[config.mk]
export PLATFORM = sky130hd
export DESIGN_NAME = ahb_burst_master
export DESIGN_NICKNAME = d
export VERILOG_FILES = /design/src/rtl/ahbm_pkg.sv /design/src/rtl/ahbm_cmd_decode.sv /design/src/rtl/ahbm_len_map.sv /design/src/rtl/ahbm_beat_ctr.sv /design/src/rtl/ahb_burst_master.sv
export SDC_FILE = /design/constraint.sdc
export NUM_CORES = 1
export LEC_CHECK = 0
export BUFFER_PORTS_ARGS = -buffer_cell sky130_fd_sc_hd__buf_2
export CORE_MARGIN = 4
export CORE_UTILIZATION = 35
export CTS_CLUSTER_DIAMETER = 100
export DETAILED_ROUTE_END_ITERATION = 10
export HOLD_SLACK_MARGIN = 0.08
export PLACE_DENSITY = 0.62
export SLEW_MARGIN = 20
export SYNTH_ARGS = -nofsm -noshare
export SYNTH_HDL_FRONTEND = slang
export SYNTH_SLANG_ARGS = --single-unit
[constraint.sdc]
create_clock -name clk -period 6.35 [get_ports clk]
set_clock_uncertainty 0.1 [all_clocks]
set_input_delay 0.3175 -clock clk [delete_from_list [all_inputs] [get_ports clk]]
set_output_delay 0.3175 -clock clk [all_outputs]
set_load 0.1 [all_outputs]
[src/rtl/ahbm_pkg.sv]
package ahbm_pkg;

  typedef enum logic [1:0] {
    ST_IDLE  = 2'd0,
    ST_WAIT  = 2'd1,
    ST_XFER  = 2'd2,
    ST_DRAIN = 2'd3
  } ahbm_state_e;

  localparam logic [1:0] TR_IDLE = 2'b00;
  localparam logic [1:0] TR_NSEQ = 2'b10;
  localparam logic [1:0] TR_SEQ  = 2'b11;

  localparam logic [2:0] CMD_WR  = 3'b001;
  localparam logic [2:0] CMD_RD  = 3'b010;
  localparam logic [2:0] CMD_BWR = 3'b011;
  localparam logic [2:0] CMD_BRD = 3'b100;

  localparam logic [2:0] BL_4      = 3'b000;
  localparam logic [2:0] BL_8      = 3'b001;
  localparam logic [2:0] BL_16     = 3'b010;
  localparam logic [2:0] BL_SINGLE = 3'b111;

endpackage

[src/rtl/ahbm_cmd_decode.sv]
module ahbm_cmd_decode
  import ahbm_pkg::*;
(
  input  logic [2:0] code,
  output logic       accept,
  output logic       is_write,
  output logic       is_burst
);
  always_comb begin
    accept   = 1'b0;
    is_write = 1'b0;
    is_burst = 1'b0;
    case (code)
      CMD_WR:  begin accept = 1'b1; is_write = 1'b1; end
      CMD_RD:  begin accept = 1'b1; end
      CMD_BWR: begin accept = 1'b1; is_write = 1'b1; is_burst = 1'b1; end
      CMD_BRD: begin accept = 1'b1; is_burst = 1'b1; end
      default: ;
    endcase
  end
endmodule

[src/rtl/ahbm_len_map.sv]
module ahbm_len_map
  import ahbm_pkg::*;
#(
  parameter int CW = 4
) (
  input  logic          is_burst,
  input  logic [2:0]    len_sel,
  output logic [CW-1:0] last_idx,
  output logic [2:0]    burst_code
);
  always_comb begin
    if (!is_burst) begin
      last_idx   = '0;
      burst_code = BL_SINGLE;
    end else begin
      case (len_sel)
        BL_8:    begin last_idx = CW'(7);  burst_code = BL_8;  end
        BL_16:   begin last_idx = CW'(15); burst_code = BL_16; end
        default: begin last_idx = CW'(3);  burst_code = BL_4;  end
      endcase
    end
  end
endmodule

[src/rtl/ahbm_beat_ctr.sv]
module ahbm_beat_ctr #(
  parameter int CW = 4
) (
  input  logic          clk,
  input  logic          rst,
  input  logic          clear,
  input  logic          step,
  output logic [CW-1:0] cnt
);
  always_ff @(posedge clk) begin
    if (rst || clear) cnt <= '0;
    else if (step)    cnt <= cnt + 1'b1;
  end
endmodule

[src/rtl/ahb_burst_master.sv]
module ahb_burst_master
  import ahbm_pkg::*;
#(
  parameter int AW        = 32,
  parameter int DW        = 8,
  parameter int MAX_BEATS = 16
) (
  input  logic          clk,
  input  logic          rst,
  input  logic [2:0]    ctrl_code,
  input  logic [AW-1:0] start_addr,
  input  logic [DW-1:0] wr_data,
  input  logic [2:0]    len_sel,
  output logic          busy,
  output logic          bus_req,
  input  logic          bus_grant,
  output logic [AW-1:0] haddr,
  output logic [1:0]    htrans,
  output logic          hwrite,
  output logic [2:0]    hburst,
  output logic [DW-1:0] hwdata,
  input  logic [DW-1:0] hrdata,
  input  logic          hready,
  output logic [DW-1:0] data_out,
  output logic          data_out_valid
);
  localparam int CW = $clog2(MAX_BEATS);

  ahbm_state_e   state;
  logic          cmd_accept, cmd_write, cmd_burst;
  logic [CW-1:0] map_last, last_q, beat_idx;
  logic [2:0]    map_code, burst_q;
  logic [AW-1:0] base_addr;
  logic [DW-1:0] base_data;
  logic          op_write, dph_valid, dph_write;
  logic          ctr_clear, ctr_step, is_last;

  ahbm_cmd_decode u_dec (
    .code(ctrl_code), .accept(cmd_accept), .is_write(cmd_write), .is_burst(cmd_burst)
  );

  ahbm_len_map #(.CW(CW)) u_len (
    .is_burst(cmd_burst), .len_sel(len_sel), .last_idx(map_last), .burst_code(map_code)
  );

  assign is_last   = (beat_idx == last_q);
  assign ctr_clear = (state == ST_IDLE) && cmd_accept;
  assign ctr_step  = (state == ST_XFER) && hready && !is_last;

  ahbm_beat_ctr #(.CW(CW)) u_ctr (
    .clk(clk), .rst(rst), .clear(ctr_clear), .step(ctr_step), .cnt(beat_idx)
  );

  always_ff @(posedge clk) begin
    if (rst) begin
      state          <= ST_IDLE;
      busy           <= 1'b0;
      bus_req        <= 1'b0;
      haddr          <= '0;
      htrans         <= TR_IDLE;
      hwrite         <= 1'b0;
      hburst         <= BL_SINGLE;
      hwdata         <= '0;
      data_out       <= '0;
      data_out_valid <= 1'b0;
      base_addr      <= '0;
      base_data      <= '0;
      op_write       <= 1'b0;
      last_q         <= '0;
      burst_q        <= BL_SINGLE;
      dph_valid      <= 1'b0;
      dph_write      <= 1'b0;
    end else begin
      data_out_valid <= 1'b0;
      case (state)
        ST_IDLE: begin
          if (cmd_accept) begin
            busy      <= 1'b1;
            bus_req   <= 1'b1;
            base_addr <= start_addr;
            base_data <= wr_data;
            op_write  <= cmd_write;
            last_q    <= map_last;
            burst_q   <= map_code;
            state     <= ST_WAIT;
          end
        end
        ST_WAIT: begin
          if (bus_grant && hready) begin
            haddr  <= base_addr;
            htrans <= TR_NSEQ;
            hwrite <= op_write;
            hburst <= burst_q;
            state  <= ST_XFER;
          end
        end
        ST_XFER: begin
          if (hready) begin
            dph_valid <= 1'b1;
            dph_write <= hwrite;
            if (hwrite) hwdata <= base_data + DW'(beat_idx);
            if (dph_valid && !dph_write) begin
              data_out       <= hrdata;
              data_out_valid <= 1'b1;
            end
            if (is_last) begin
              htrans <= TR_IDLE;
              state  <= ST_DRAIN;
            end else begin
              htrans <= TR_SEQ;
              haddr  <= haddr + 1'b1;
            end
          end
        end
        default: begin
          if (hready) begin
            if (!dph_write) begin
              data_out       <= hrdata;
              data_out_valid <= 1'b1;
            end
            dph_valid <= 1'b0;
            busy      <= 1'b0;
            bus_req   <= 1'b0;
            hburst    <= BL_SINGLE;
            state     <= ST_IDLE;
          end
        end
      endcase
    end
  end
endmodule

; ---- Yosys cells after proc, flatten, opt, wreduce, memory -nomap -nowiden
; Cells that the tools add are included.
[classes]
addsub = 3
multipliers = 0
div = 0
n_lt_le_gt_ge = 0
n_eq_ne = 16
n_shift = 0
muxes = 38
bitwise_logic = 3
n_reduce_logical = 30
[ops]
columns = op, n
row1 = 32-bit 2-to-1 mux, 3
row2 = 32-bit case mux with 2 select lines, 1
row3 = 32-bit by 1-bit adder with 32-bit output (second input constant), 1
row4 = 8-bit 2-to-1 mux, 4
row5 = 8-bit case mux with 2 select lines, 1
row6 = 2-bit 2-to-1 mux, 7
row7 = 3-bit AND reduction, 4
row8 = 1-bit 2-to-1 mux, 10
row9 = 2-bit inequality test (second input constant), 5
row10 = 2-bit OR reduction, 5
row11 = 3-bit by 2-bit == test with 1-bit output (second input constant), 3
row12 = 3-bit 2-to-1 mux, 3
row13 = 8-bit by 4-bit adder with 8-bit output, 1
row14 = 2-bit case mux with 2 select lines, 2
row15 = 4-bit case mux with 2 select lines, 1
row16 = 2-bit AND reduction, 4
row17 = 4-bit AND reduction, 2
row18 = 3-bit by 1-bit == test with 1-bit output (second input constant), 2
row19 = 1-bit case mux with 2 select lines, 3
row20 = 2-bit case mux with 3 select lines, 1
row21 = 3-bit case mux with 2 select lines, 1
row22 = 2-bit nonzero test, 3
row23 = 1-bit logical AND, 5
row24 = 5-bit AND reduction, 1
row25 = other kinds (13), 17
[totals]
regBits = 112
latchBits = 0
mem_bits_rw = 0
romBits = 0
inputBits = 58
word_cells = 107
mem_count = 0

; ---- Logic depth before layout (Yosys ltp)
; Gate-level depths: netlist of run 1.
[logic_depth]
depth_word = 5
mapped_depth = 9

; ---- Modules after synthesis
; Synthesis of run 1 repeated with hierarchy kept, for this count alone.
[hier_totals]
cells_unflattened = 682
area_unflattened_um2 = 5412.7
[modules_own_cells]
columns = mod, instances, cells_each, area_per_inst_um2, seq_area_each_um2
row1 = ahb_burst_master, 1, 650, 5118.7, 2162.1
row2 = ahbm_beat_ctr, 1, 17, 177.7, 80.1
row3 = ahbm_len_map, 1, 10, 78.8, 0.0
row4 = ahbm_cmd_decode, 1, 5, 37.5, 0.0

; ---- Least setup slack after synthesis of run 1
; OpenSTA, ideal clock, no wires.
[synth_path]
path_type = flip-flop to flip-flop
startpoint = register haddr[0]
endpoint = register haddr[28]
setup_ns = 0.074
arrival_time_ns = 2.871
path_slack_ns = 3.305
path_stages_with_launch = 7
period_less_slack_ns = 3.045
path_cell_list = dfxtp_1 ha_1 and3_1 nand2_2 or4_4 or4_1 a31oi_1
[synth_between]
elab_chain_len = 4
[synth_rtl]
columns = element, line_no
row1 = "start, declared", ahb_burst_master.sv:17  ; output logic [AW-1:0] haddr,
row2 = "start signal, assigned", ahb_burst_master.sv:90  ; haddr <= base_addr;
row3 = "start signal, assigned", ahb_burst_master.sv:111  ; haddr <= haddr + 1'b1;
row4 = 32-bit by 1-bit adder with 32-bit output, ahb_burst_master.sv:111
row5 = 32-bit 2-to-1 mux, ahb_burst_master.sv:106  ; if (is_last) begin
row6 = 32-bit 2-to-1 mux, ahb_burst_master.sv:98  ; if (hready) begin
row7 = 32-bit case mux with 2 select lines, ahb_burst_master.sv:75  ; case (state)
; Every way passes these cells. The select of a mux whose other input is x is not followed.
; A chain may end at the register's enable or synchronous reset.

; ---- Worst setup path after layout of run 1
[layout_path]
startpoint = register state[0]
endpoint = register haddr[17]
[layout_between]
elab_chain_len = 3
[layout_rtl]
columns = element, line_no
row1 = "start, declared", ahb_burst_master.sv:29  ; ahbm_state_e state;
row2 = "start signal, assigned", ahb_burst_master.sv:56  ; state <= ST_IDLE;
row3 = "start signal, assigned", ahb_burst_master.sv:85  ; state <= ST_WAIT;
row4 = "start signal, assigned", ahb_burst_master.sv:94  ; state <= ST_XFER;
row5 = 2-bit by 1-bit == test with 1-bit output / 2-bit == test (equally long branches), ahb_burst_master.sv:75
row6 = 2-bit inequality test (no line) / 2-bit nonzero test (equally long branches), -
row7 = 4-bit AND reduction (no line), -
; Several ways; a longest one is shown, not always the timed one.

==> run metrics, run 1 <==
status=finished, final reports clean; power per unit of standard cell area=a little under 400 nW/um^2; ordered list of cells on the worst path=inv_1 -> ha_2 -> buf_4 -> mux2_2 -> nand2_1 -> a21o_1 -> buf_4 -> or4_1 -> a31oi_1; post-detail-place hpwl=10.3 mm; pin count of the biggest net entering global routing=54; Post-Synthesis Mean Instance Area=just over 8 sq um; Initial Util=0.362; maximum cell stage delay along the critical path=around 530 ps; Worst Hold Class=in -> reg; Clk pin slew, worst setup/hold paths=80 ps; Setup Crit Path Kind=reg -> reg; CTS H-tree lvls=3; number of gates given a new drive strength after cts=0; CP Capture Type=flop; Total Die Area=around 17000 sq um; number of enable-type register cells in the synthesized netlist=0; Net Count, Synth=728; distinct cell type count after synthesis=64; fraction of the yosys area taken by sequential cells=0.417; arrival time at the worst endpoint=~3500 ps; placer's final routability congestion estimate=0.825; Peak VDD IR=0.000295 V; CP Max Fanout=35; Clock Root Buffer=clkbuf_16; final layout net count=813; clock tree from TritonCTS=built; Total Wirelength=14.7 mm; highest-delay cell along the critical path=ha_2; quantity of hold-fixing buffers added after cts=0; maximum number of buffers from clock root to sink=2; Post-Syn Area=5330 sq um; Final Hold Viols=0; first-pass GRT wire length=24.7 mm; RSZ-0062 raised after global routing=no; average via count per standard cell=5.36; placeable core region=14700 sq um; share of post-route cells with drive strength above 1=0.196; vias in the first global route=4765; width of the die=about 130 microns; Total GRT Usage=0.170; part of the cycle the worst path needs=0.522; total congestion overflow=0; instance count along the most critical hold path=3; clock insertion delay at the later pin of the skew report=360 ps; IO buf count=between 100 and 150; power consumption=roughly 0.0025 W; total of endpoints with negative setup slack in the final report=0; wire per inst=15.7 microns; total count of max-transition violations in the final report=0; time the final worst path needs with I/O delays and setup=3320 ps; count of max-cap constraint violations=0; number of synthesized register bits=111; count of buffers added by post-CTS timing repair for setup=0; number of instances in the synthesized netlist=660; required time worst endpoint=6530 ps; Reg2Reg Depth=9; total number of vias=roughly 5000; first-iteration detailed-routing DRC count=~400; top_reg_cell synth=dfxtp_1; Final ANT Viol Nets=0; post-detailed-route DRC marker count=0; # diodes=0; detailed-routing iteration count for the pre-antenna-repair pass=8; most prevalent standard cell on the critical path=buf_4; num rows=44; number of clock buffers inserted by TritonCTS=9; crit path launch type=flop; I/O Pins=~120; Static Leak=~2.4 nW; max_slew headroom=0.341; transition at the pin with the smallest max-transition slack=989 ps; total number of yosys warnings=0; CTS Sinks=111; Area Overhead vs Synth=18.5%; die outline height=about 130 microns; async set or reset register ratio after synthesis=0; FMAX=about 0.30 GHz; setup TNS=0 ps; antenna violations before repair=0
-- worst paths after layout --
check | end | slack [ps] | startpoint
setup reg to reg | haddr[17] | 3030 | state[0]
hold / removal | base_addr[25] | 90 | start_addr[25]
hold reg to reg | hwdata[4] | 360 | hwdata[4]
setup / recovery | haddr[17] | 3030 | state[0]
-- power breakdown --
part	total (W)	switching, W	internal (W)
Combinational	0.000960	0.000725	0.000236
Sequential	0.000897	0.0000915	0.000806
Clock	0.000617	0.000260	0.000357
-- final cells by class --
class | count | area, sq um
Sequential cell | 111 | 2220
Fill cell | 1530 | 8390
Multi-Input combinational cell | 486 | 2850
Clock inverter | 5 | 81.3
Tap cell | 184 | 230
Inverter | 17 | 63.8
Timing Repair Buffer | 120 | 618
Clock buffer | 11 | 243
-- state kept, by name, indices dropped and copies added, names as in the netlist, 2 cells and up --
name	cells
base_addr	32
base_data	8
burst_q	3
data_out	8
haddr	32
hburst	3
htrans	2
hwdata	8
last_q	3
state	2
u_ctr.cnt	4
-- worst max-delay path: cells and delay by family, from the launching register on --
family | cells | cell delay [ps]
muxes | 1 | 250
adders and majority gates | 1 | 530
AOI/OAI and AO/OA | 2 | 570
and+or+nand+nor | 2 | 690
DFF | 1 | 310
buffers and inverters | 3 | 790
-- placed cells by master (no fill, tap or decap), drive strengths merged, types with 9 or more instances in the layout --
master,n
nand2,121
buf,120
dfxtp,111
a21oi,72
nor2,39
nand3,23
o21ai,21
a22oi,19
inv,17
a31oi,16
or4,15
mux2i,11
clkbuf,11
nand4,9
and3,9
ha,9
-- synthesized netlist by cell type, drive strengths merged (4+ instances only) --
cell / instances / area [sq um]
inv: 17 / 63.8
or4: 15 / 116
nand3b: 5 / 37.5
buf: 6 / 40.0
and3: 9 / 57.6
xnor2: 8 / 70.1
nor3: 8 / 40.0
nand3: 23 / 115
ha: 9 / 113
clkbuf: 40 / 150
a2111oi: 7 / 80.1
o21ai: 21 / 105
nor4: 6 / 37.5
nand2b: 5 / 31.3
a211oi: 8 / 60.1
nor3b: 5 / 37.5
nor2b: 4 / 25.0
o211ai: 8 / 60.1
and2: 8 / 51.3
nand2: 121 / 464
nand4b: 6 / 52.6
a21oi: 72 / 360
o21bai: 4 / 30.0
a22oi: 19 / 143
dfxtp: 111 / 2220
nand4: 9 / 56.3
a31oi: 16 / 100
and4: 6 / 55.1
mux2i: 11 / 110
nor2: 39 / 146
-- metrics by stage --
step | util | hold slack (ps) | cells | instance area [sq um] | worst slack, ps
detailed placement | 0.407 | 346 | 918 | 5990 | 3070
global route | 0.429 | 93.0 | 934 | 6310 | 2800
floorplan | - | 333 | 660 | 5330 | 3310
global placement | 0.407 | 344 | 918 | 5990 | 3120
finish | 0.429 | 87.5 | 934 | 6310 | 3030
CTS | 0.429 | 85.1 | 934 | 6310 | 3020
-- cell families after synthesis --
logic type / share of synthesized area
simple gates: 0.255
compound gates: 0.214
mux: 0.0228
xor+xnor: 0.0181
buf+inv: 0.0477
flops: 0.417
fa+ha+maj: 0.0249
-- routing by layer --
layer  GRT usage  wire length [microns]  up-vias
met5           0                      0        -
met4      0.0408                    172        0
met3      0.0447                    790       13
met2       0.264                   6430      115
met1       0.239                   7260     2325
li1            -                      -     2551
No activity file was read; power rests on OpenSTA's default activity.
==> run 2, diff against run 1 <==
- PLACE_DENSITY: 0.62 -> 0.64
- clock period: 6.35 -> 3.05 ns (I/O delays scaled with it)
==> run 2 against run 1 <==
- sequential power rose by 110%
- critical path depth down 3
- fmax increased by 29%
- non-clock buffer count up 55
- clock-buffer cell count is 1 higher
- die area did not move
- largest cell class unchanged
- cell count grew 5.9%
- critical path type unchanged
- clock power grew 98%
- largest power group unchanged
- design area up 8.5%
- utilization grew 3.7 points
- sequential share of layout area fell by 2.8 points
==> run metrics, run 2 (synthesis results as in run 1) <==
status=finished, final reports clean; placeable core region=14700 sq um (unchanged); CP Capture Type=flop; maximum number of buffers from clock root to sink=2 (unchanged); switching power share of the total=0.435 (about the same); most used cells in the layout excluding fill and tap cells=nand2_1, buf_2, dfxtp_1, a21oi_1, dlygate4sd3_1; average via count per standard cell=5.21 (-2.8%); Clock Root Buffer=clkbuf_16; part of the cycle the worst path needs=0.842 (+0.320); antenna violations before repair=0 (unchanged); IO buf count=114 (unchanged); count of max-cap constraint violations=0 (unchanged); Worst Hold Class=in -> reg; Clk pin slew, worst setup/hold paths=70 ps (about the same); crit path launch type=flop; Final ANT Viol Nets=0 (unchanged); detailed-routing iteration count for the pre-antenna-repair pass=5 (-3); pin count of the biggest net entering global routing=106 (+96%); sequential cell fraction of total power=0.358 (-0.005); total of endpoints with negative setup slack in the final report=0 (unchanged); largest registers=base_addr x32, haddr x32; Static Leak=2.62 nW (+10%); power per unit of standard cell area=761 nW/um^2 (+94%); CTS H-tree lvls=3 (unchanged); Setup Crit Path Kind=reg -> reg; RSZ-0062 raised after global routing=no; FMAX=0.389 GHz (+29%); total number of vias=5148 (+2.9%); Clk network pwr share=0.235 (-0.014); placer's final routability congestion estimate=0.876 (+6.2%); Total Die Area=17300 sq um (unchanged); highest-delay cell along the critical path=or4_4; cell-internal power=0.00295 W (+110%); count of buffers added by post-CTS timing repair for setup=0 (unchanged); clock insertion delay at the later pin of the skew report=360 ps (about the same); vias in the first global route=4700 (-1.4%); post-detail-place hpwl=10.2 mm (-1.6%); Switch Pwr=0.00227 W (+110%); first-iteration detailed-routing DRC count=350 (-12%); register-to-register path setup slack=480 ps (-2550 ps); total count of max-transition violations in the final report=0 (unchanged); width of the die=131 microns (unchanged); wire per inst=15.0 microns (-4.5%); ordered list of cells on the worst path=ha_1 -> and3_1 -> nand2_2 -> or4_4 -> or4_1 -> a31oi_1; total congestion overflow=0 (unchanged); arrival time at the worst endpoint=2750 ps (-750 ps); CTS Sinks=111 (unchanged); max_slew headroom=0.427 (+0.0863); required time worst endpoint=3230 ps (-3300 ps); smallest hold slack=95.4 ps (+7.92 ps); clock tree from TritonCTS=built; first-pass GRT wire length=24.1 mm (-2.5%); number of filler cells placed in the layout=1427 (-6.7%); final layout net count=868 (+6.8%); Area Overhead vs Synth=28.6%; maximum cell stage delay along the critical path=600 ps (+70 ps); time the final worst path needs with I/O delays and setup=2570 ps (-749 ps); num rows=44 (unchanged); CP Max Fanout=7 (-80%); proportion of power drawn by combinational gates=0.407 (+0.019); transition at the pin with the smallest max-transition slack=859 ps (-129 ps); Total GRT Usage=0.167 (-0.00347); Final Hold Viols=0 (unchanged); # diodes=0 (unchanged); Peak VDD IR=0.000498 V (+69%); I/O Pins=115 (unchanged); Total Wirelength=14.8 mm (+1.1%); setup TNS=0 ps (unchanged); number of clock buffers inserted by TritonCTS=9 (unchanged); post-detailed-route DRC marker count=0 (unchanged); share of post-route cells with drive strength above 1=0.189 (-0.00718); die outline height=131 microns (unchanged); Initial Util=0.362 (unchanged); most frequent standard cell in the layout excluding fill and tap cells=nand2_1
==> run 2: power by group through the flow <==
stage          Sequential [W]  Combinational, W  Clock (W)
5_1_grt               0.00190           0.00230    0.00130
2_1_floorplan         0.00246           0.00102          0
3_3_place_gp          0.00189           0.00208          0
4_1_cts               0.00187           0.00214    0.00126
6_report              0.00187           0.00212    0.00122
3_5_place_dp          0.00190           0.00209          0
==> run 2: repair_timing <==
item / 4_1_cts / 5_1_grt
endpoints found under the hold margin: 53 / 0
resized for setup: 0 / 0
endpoints found under the setup margin: 0 / 0
hold buffers: 50 / 0
==> run 2: path summary, 6_finish.rpt <==
kind	startpoint	to	cells past startpoint
worst max-delay path	haddr[0]	haddr[30]	6
worst min-delay path	len_sel[0]	burst_q[0]	4
worst max register to register	haddr[0]	haddr[30]	6
worst min register to register	hwdata[3]	hwdata[3]	2
==> run 2: critical path: cells and delay by family (launching register included) <==
kind            cells  cell delay (ps)
simple gates        4             1560
flops               1              430
fa+ha+maj           1              250
compound gates      1              170
==> run 2: stage by stage <==
| stage | instance area, sq um | total power (W) | instances | util | setup slack [ps] |
|---|---|---|---|---|---|
| after floorplan | 5330 | 0.00348 | 660 | - | 5.05 |
| after global placement | 6040 | 0.00397 | 923 | 0.411 | 579 |
| after detailed placement | 6040 | 0.00398 | 923 | 0.411 | 513 |
| after CTS | 6850 | 0.00527 | 989 | 0.466 | 478 |
| after global routing | 6850 | 0.00550 | 989 | 0.466 | 308 |
| final | 6850 | 0.00521 | 989 | 0.466 | 481 |
==> run 2: layer usage <==
metal,part of all wire,track usage
met5,0,0
met4,0.017,0.0583
met3,0.053,0.0348
met2,0.44,0.257
met1,0.49,0.233
==> run 2: layout make-up <==
class	instances	area, sq um	share of cell area
clock buffers	12	256	0.0374
clock inverters	4	52.6	0.00767
inverters	17	63.8	0.00932
multi-input cells	486	2850	0.416
flip-flops and latches	111	2220	0.324
well taps	184	230	0.0336
repair buffers	175	1170	0.171
==> run 3, diff against run 2 <==
- PLACE_DENSITY: 0.64 -> 0.62
- clock period: 3.05 -> 2.6 ns (I/O delays scaled with it)
==> run 3 against run 2 <==
- die area is the same
- via count grew 2.3%
- wire length grew 3.2%
- global-route usage grew 1.0 points
- clock-buffer cell count shrank 3
- sequential share of layout area grew 0.12 points
- register-to-register slack lost 290 ps
- hold slack is essentially flat
- sequential power grew 18%
==> run metrics, run 3 (synthesis results as in run 1) <==
status=finished, final reports clean; RSZ-0062 raised after global routing=no; Peak VDD IR=0.000726 V (+46%); Total GRT Usage=0.177 (+0.0105); register-to-register path setup slack=190 ps (-290 ps); CP Max Fanout=7 (unchanged); largest registers=base_addr x32, haddr x32; Total Die Area=17300 sq um (unchanged); power per unit of standard cell area=878 nW/um^2 (+15%); destination of the worst hold path=burst_q[1]; placer's final routability congestion estimate=0.842 (-3.9%); width of the die=131 microns (unchanged); average via count per standard cell=5.28 (+1.4%); part of the cycle the worst path needs=0.927 (+0.0852); vias in the first global route=4937 (+5.0%); sequential cell area in the final layout=2260 sq um (+1.5%); total congestion overflow=0 (unchanged); post-detail-place hpwl=10.7 mm (+4.7%); power consumption=0.00608 W (+17%); antenna violations before repair=0 (unchanged); pin count of the biggest net entering global routing=60 (-43%); max_slew headroom=0.543 (+0.115); post-detailed-route DRC marker count=0 (unchanged); Clock Root Buffer=clkbuf_16; number of clock buffers inserted by TritonCTS=9 (unchanged); Reg-to-Reg End=haddr[30]; clock tree from TritonCTS=built; maximum number of buffers from clock root to sink=2 (unchanged); FMAX=0.415 GHz (+6.5%); number of filler cells placed in the layout=1484 (+4.0%); total number of vias=5266 (+2.3%); # diodes=0 (unchanged); total of endpoints with negative setup slack in the final report=0 (unchanged); placeable core region=14700 sq um (unchanged); final layout net count=877 (+1.0%); Setup Crit Path Kind=reg -> reg; highest-delay cell along the critical path=or4_4; Initial Util=0.362 (unchanged); total count of max-transition violations in the final report=0 (unchanged); first-pass GRT wire length=25.5 mm (+6.1%); Final ANT Viol Nets=0 (unchanged); Static Leak=2.64 nW (+1.0%); clock insertion delay at the later pin of the skew report=360 ps (about the same); Clk pin slew, worst setup/hold paths=80 ps (about the same); Final Hold Viols=0 (unchanged); count of max-cap constraint violations=0 (unchanged); CP Launch Point=haddr[0]; smallest hold slack=95.2 ps (-0.183 ps); Area Overhead vs Synth=30.1%; die outline height=131 microns (unchanged); area of combinational cells with multiple inputs=2850 sq um (unchanged); setup TNS=0 ps (unchanged); time the final worst path needs with I/O delays and setup=2410 ps (-157 ps); post-route cell area=6930 sq um (+1.1%); CTS H-tree lvls=3 (unchanged); most frequent standard cell in the layout excluding fill and tap cells=nand2_1; maximum cell stage delay along the critical path=600 ps (about the same); hold_sp=len_sel[1]; IO buf count=114 (unchanged); instance count along the most critical hold path=4 (unchanged); CTS Sinks=111 (unchanged); wire per inst=15.3 microns (+2.3%); first-iteration detailed-routing DRC count=351 (+0.29%); ordered list of cells on the worst path=ha_1 -> and3_1 -> nand2_2 -> or4_4 -> or4_1 -> a31oi_1; detailed-routing iteration count for the pre-antenna-repair pass=4 (-1); arrival time at the worst endpoint=2600 ps (-150 ps); most used cells in the layout excluding fill and tap cells=nand2_1, buf_2, dfxtp_1, a21oi_1, dlygate4sd3_1; Total Wirelength=15.3 mm (+3.2%); transition at the pin with the smallest max-transition slack=686 ps (-173 ps); num rows=44 (unchanged); post-place instance area=6110 sq um (+1.3%); Reg2Reg Depth=6 (unchanged); required time worst endpoint=2790 ps (-440 ps); CP Capture Type=flop; crit path launch type=flop; number of gates given a new drive strength after cts=0 (unchanged); share of post-route cells with drive strength above 1=0.222 (+0.0335); worst reg2reg path startpoint=haddr[0]; I/O Pins=115 (unchanged); Worst Hold Class=in -> reg
-- run 3: cell count changes in the layout (fill, tap and decap cells not counted), moves of 2 or more --
cell,change
dlygate4sd3_1,+3
dfxtp_4,+2
clkinvlp_4,+2
dfxtp_1,-23
clkbuf_8,-2
buf_4,+7
dfxtp_2,+21
-- run 3: layer usage --
| layer | track usage | vias up | part of all wire | wire length, microns |
|---|---|---|---|---|
| met5 | 0 | - | 0 | 0 |
| met4 | 0.0379 | 0 | 0.0086 | 132 |
| met3 | 0.0489 | 11 | 0.056 | 857 |
| met2 | 0.287 | 141 | 0.47 | 7150 |
| met1 | 0.238 | 2434 | 0.47 | 7160 |
| li1 | - | 2680 | - | - |
-- run 3: what timing repair did --
| action | CTS | global route |
|---|---|---|
| buffers inserted | 0 | 0 |
| hold buffers | 53 | 0 |
| hold endpoints to repair | 54 | 0 |
-- run 3: worst max-delay path: cells and delay by family (launching register included) --
family / cells / cell delay (ps)
adder cells (fa/ha/maj): 1 / 200
flip-flops: 1 / 380
AND/OR/NAND/NOR: 4 / 1490
AO/OA/AOI/OAI: 1 / 160
-- run 3: cell type report --
cell class	count	share of cell area
Clock buffer	9	0.0325
Clock inverter	7	0.00813
Inverter	17	0.00921
Multi-Input combinational cell	486	0.412
Sequential cell	111	0.326
Tap cell	184	0.0332
Timing Repair Buffer	184	0.180
-- run 3: worst max path at each step --
stage                endpoint
detailed placement  haddr[28]
global placement    haddr[28]
CTS                 haddr[28]
finish              haddr[30]
floorplan           haddr[21]
global route        haddr[30]
-- run 3: per-stage QoR --
| step | setup slack [ps] | instances | util |
|---|---|---|---|
| after global routing | 7.78 | 998 | 0.471 |
| after CTS | 186 | 998 | 0.471 |
| after global placement | 233 | 929 | 0.416 |
| final | 189 | 998 | 0.471 |
| after floorplan | 64.2 | 660 | - |
| after detailed placement | 205 | 929 | 0.416 |
-- run 3: report_power, final --
group | switching (W) | internal [W] | leakage [nW]
Combinational | 0.00183 | 0.000722 | 1.60
Sequential | 0.000219 | 0.00198 | 0.915
Clock | 0.000668 | 0.000661 | 0.132
Total | 0.00272 | 0.00336 | 2.64
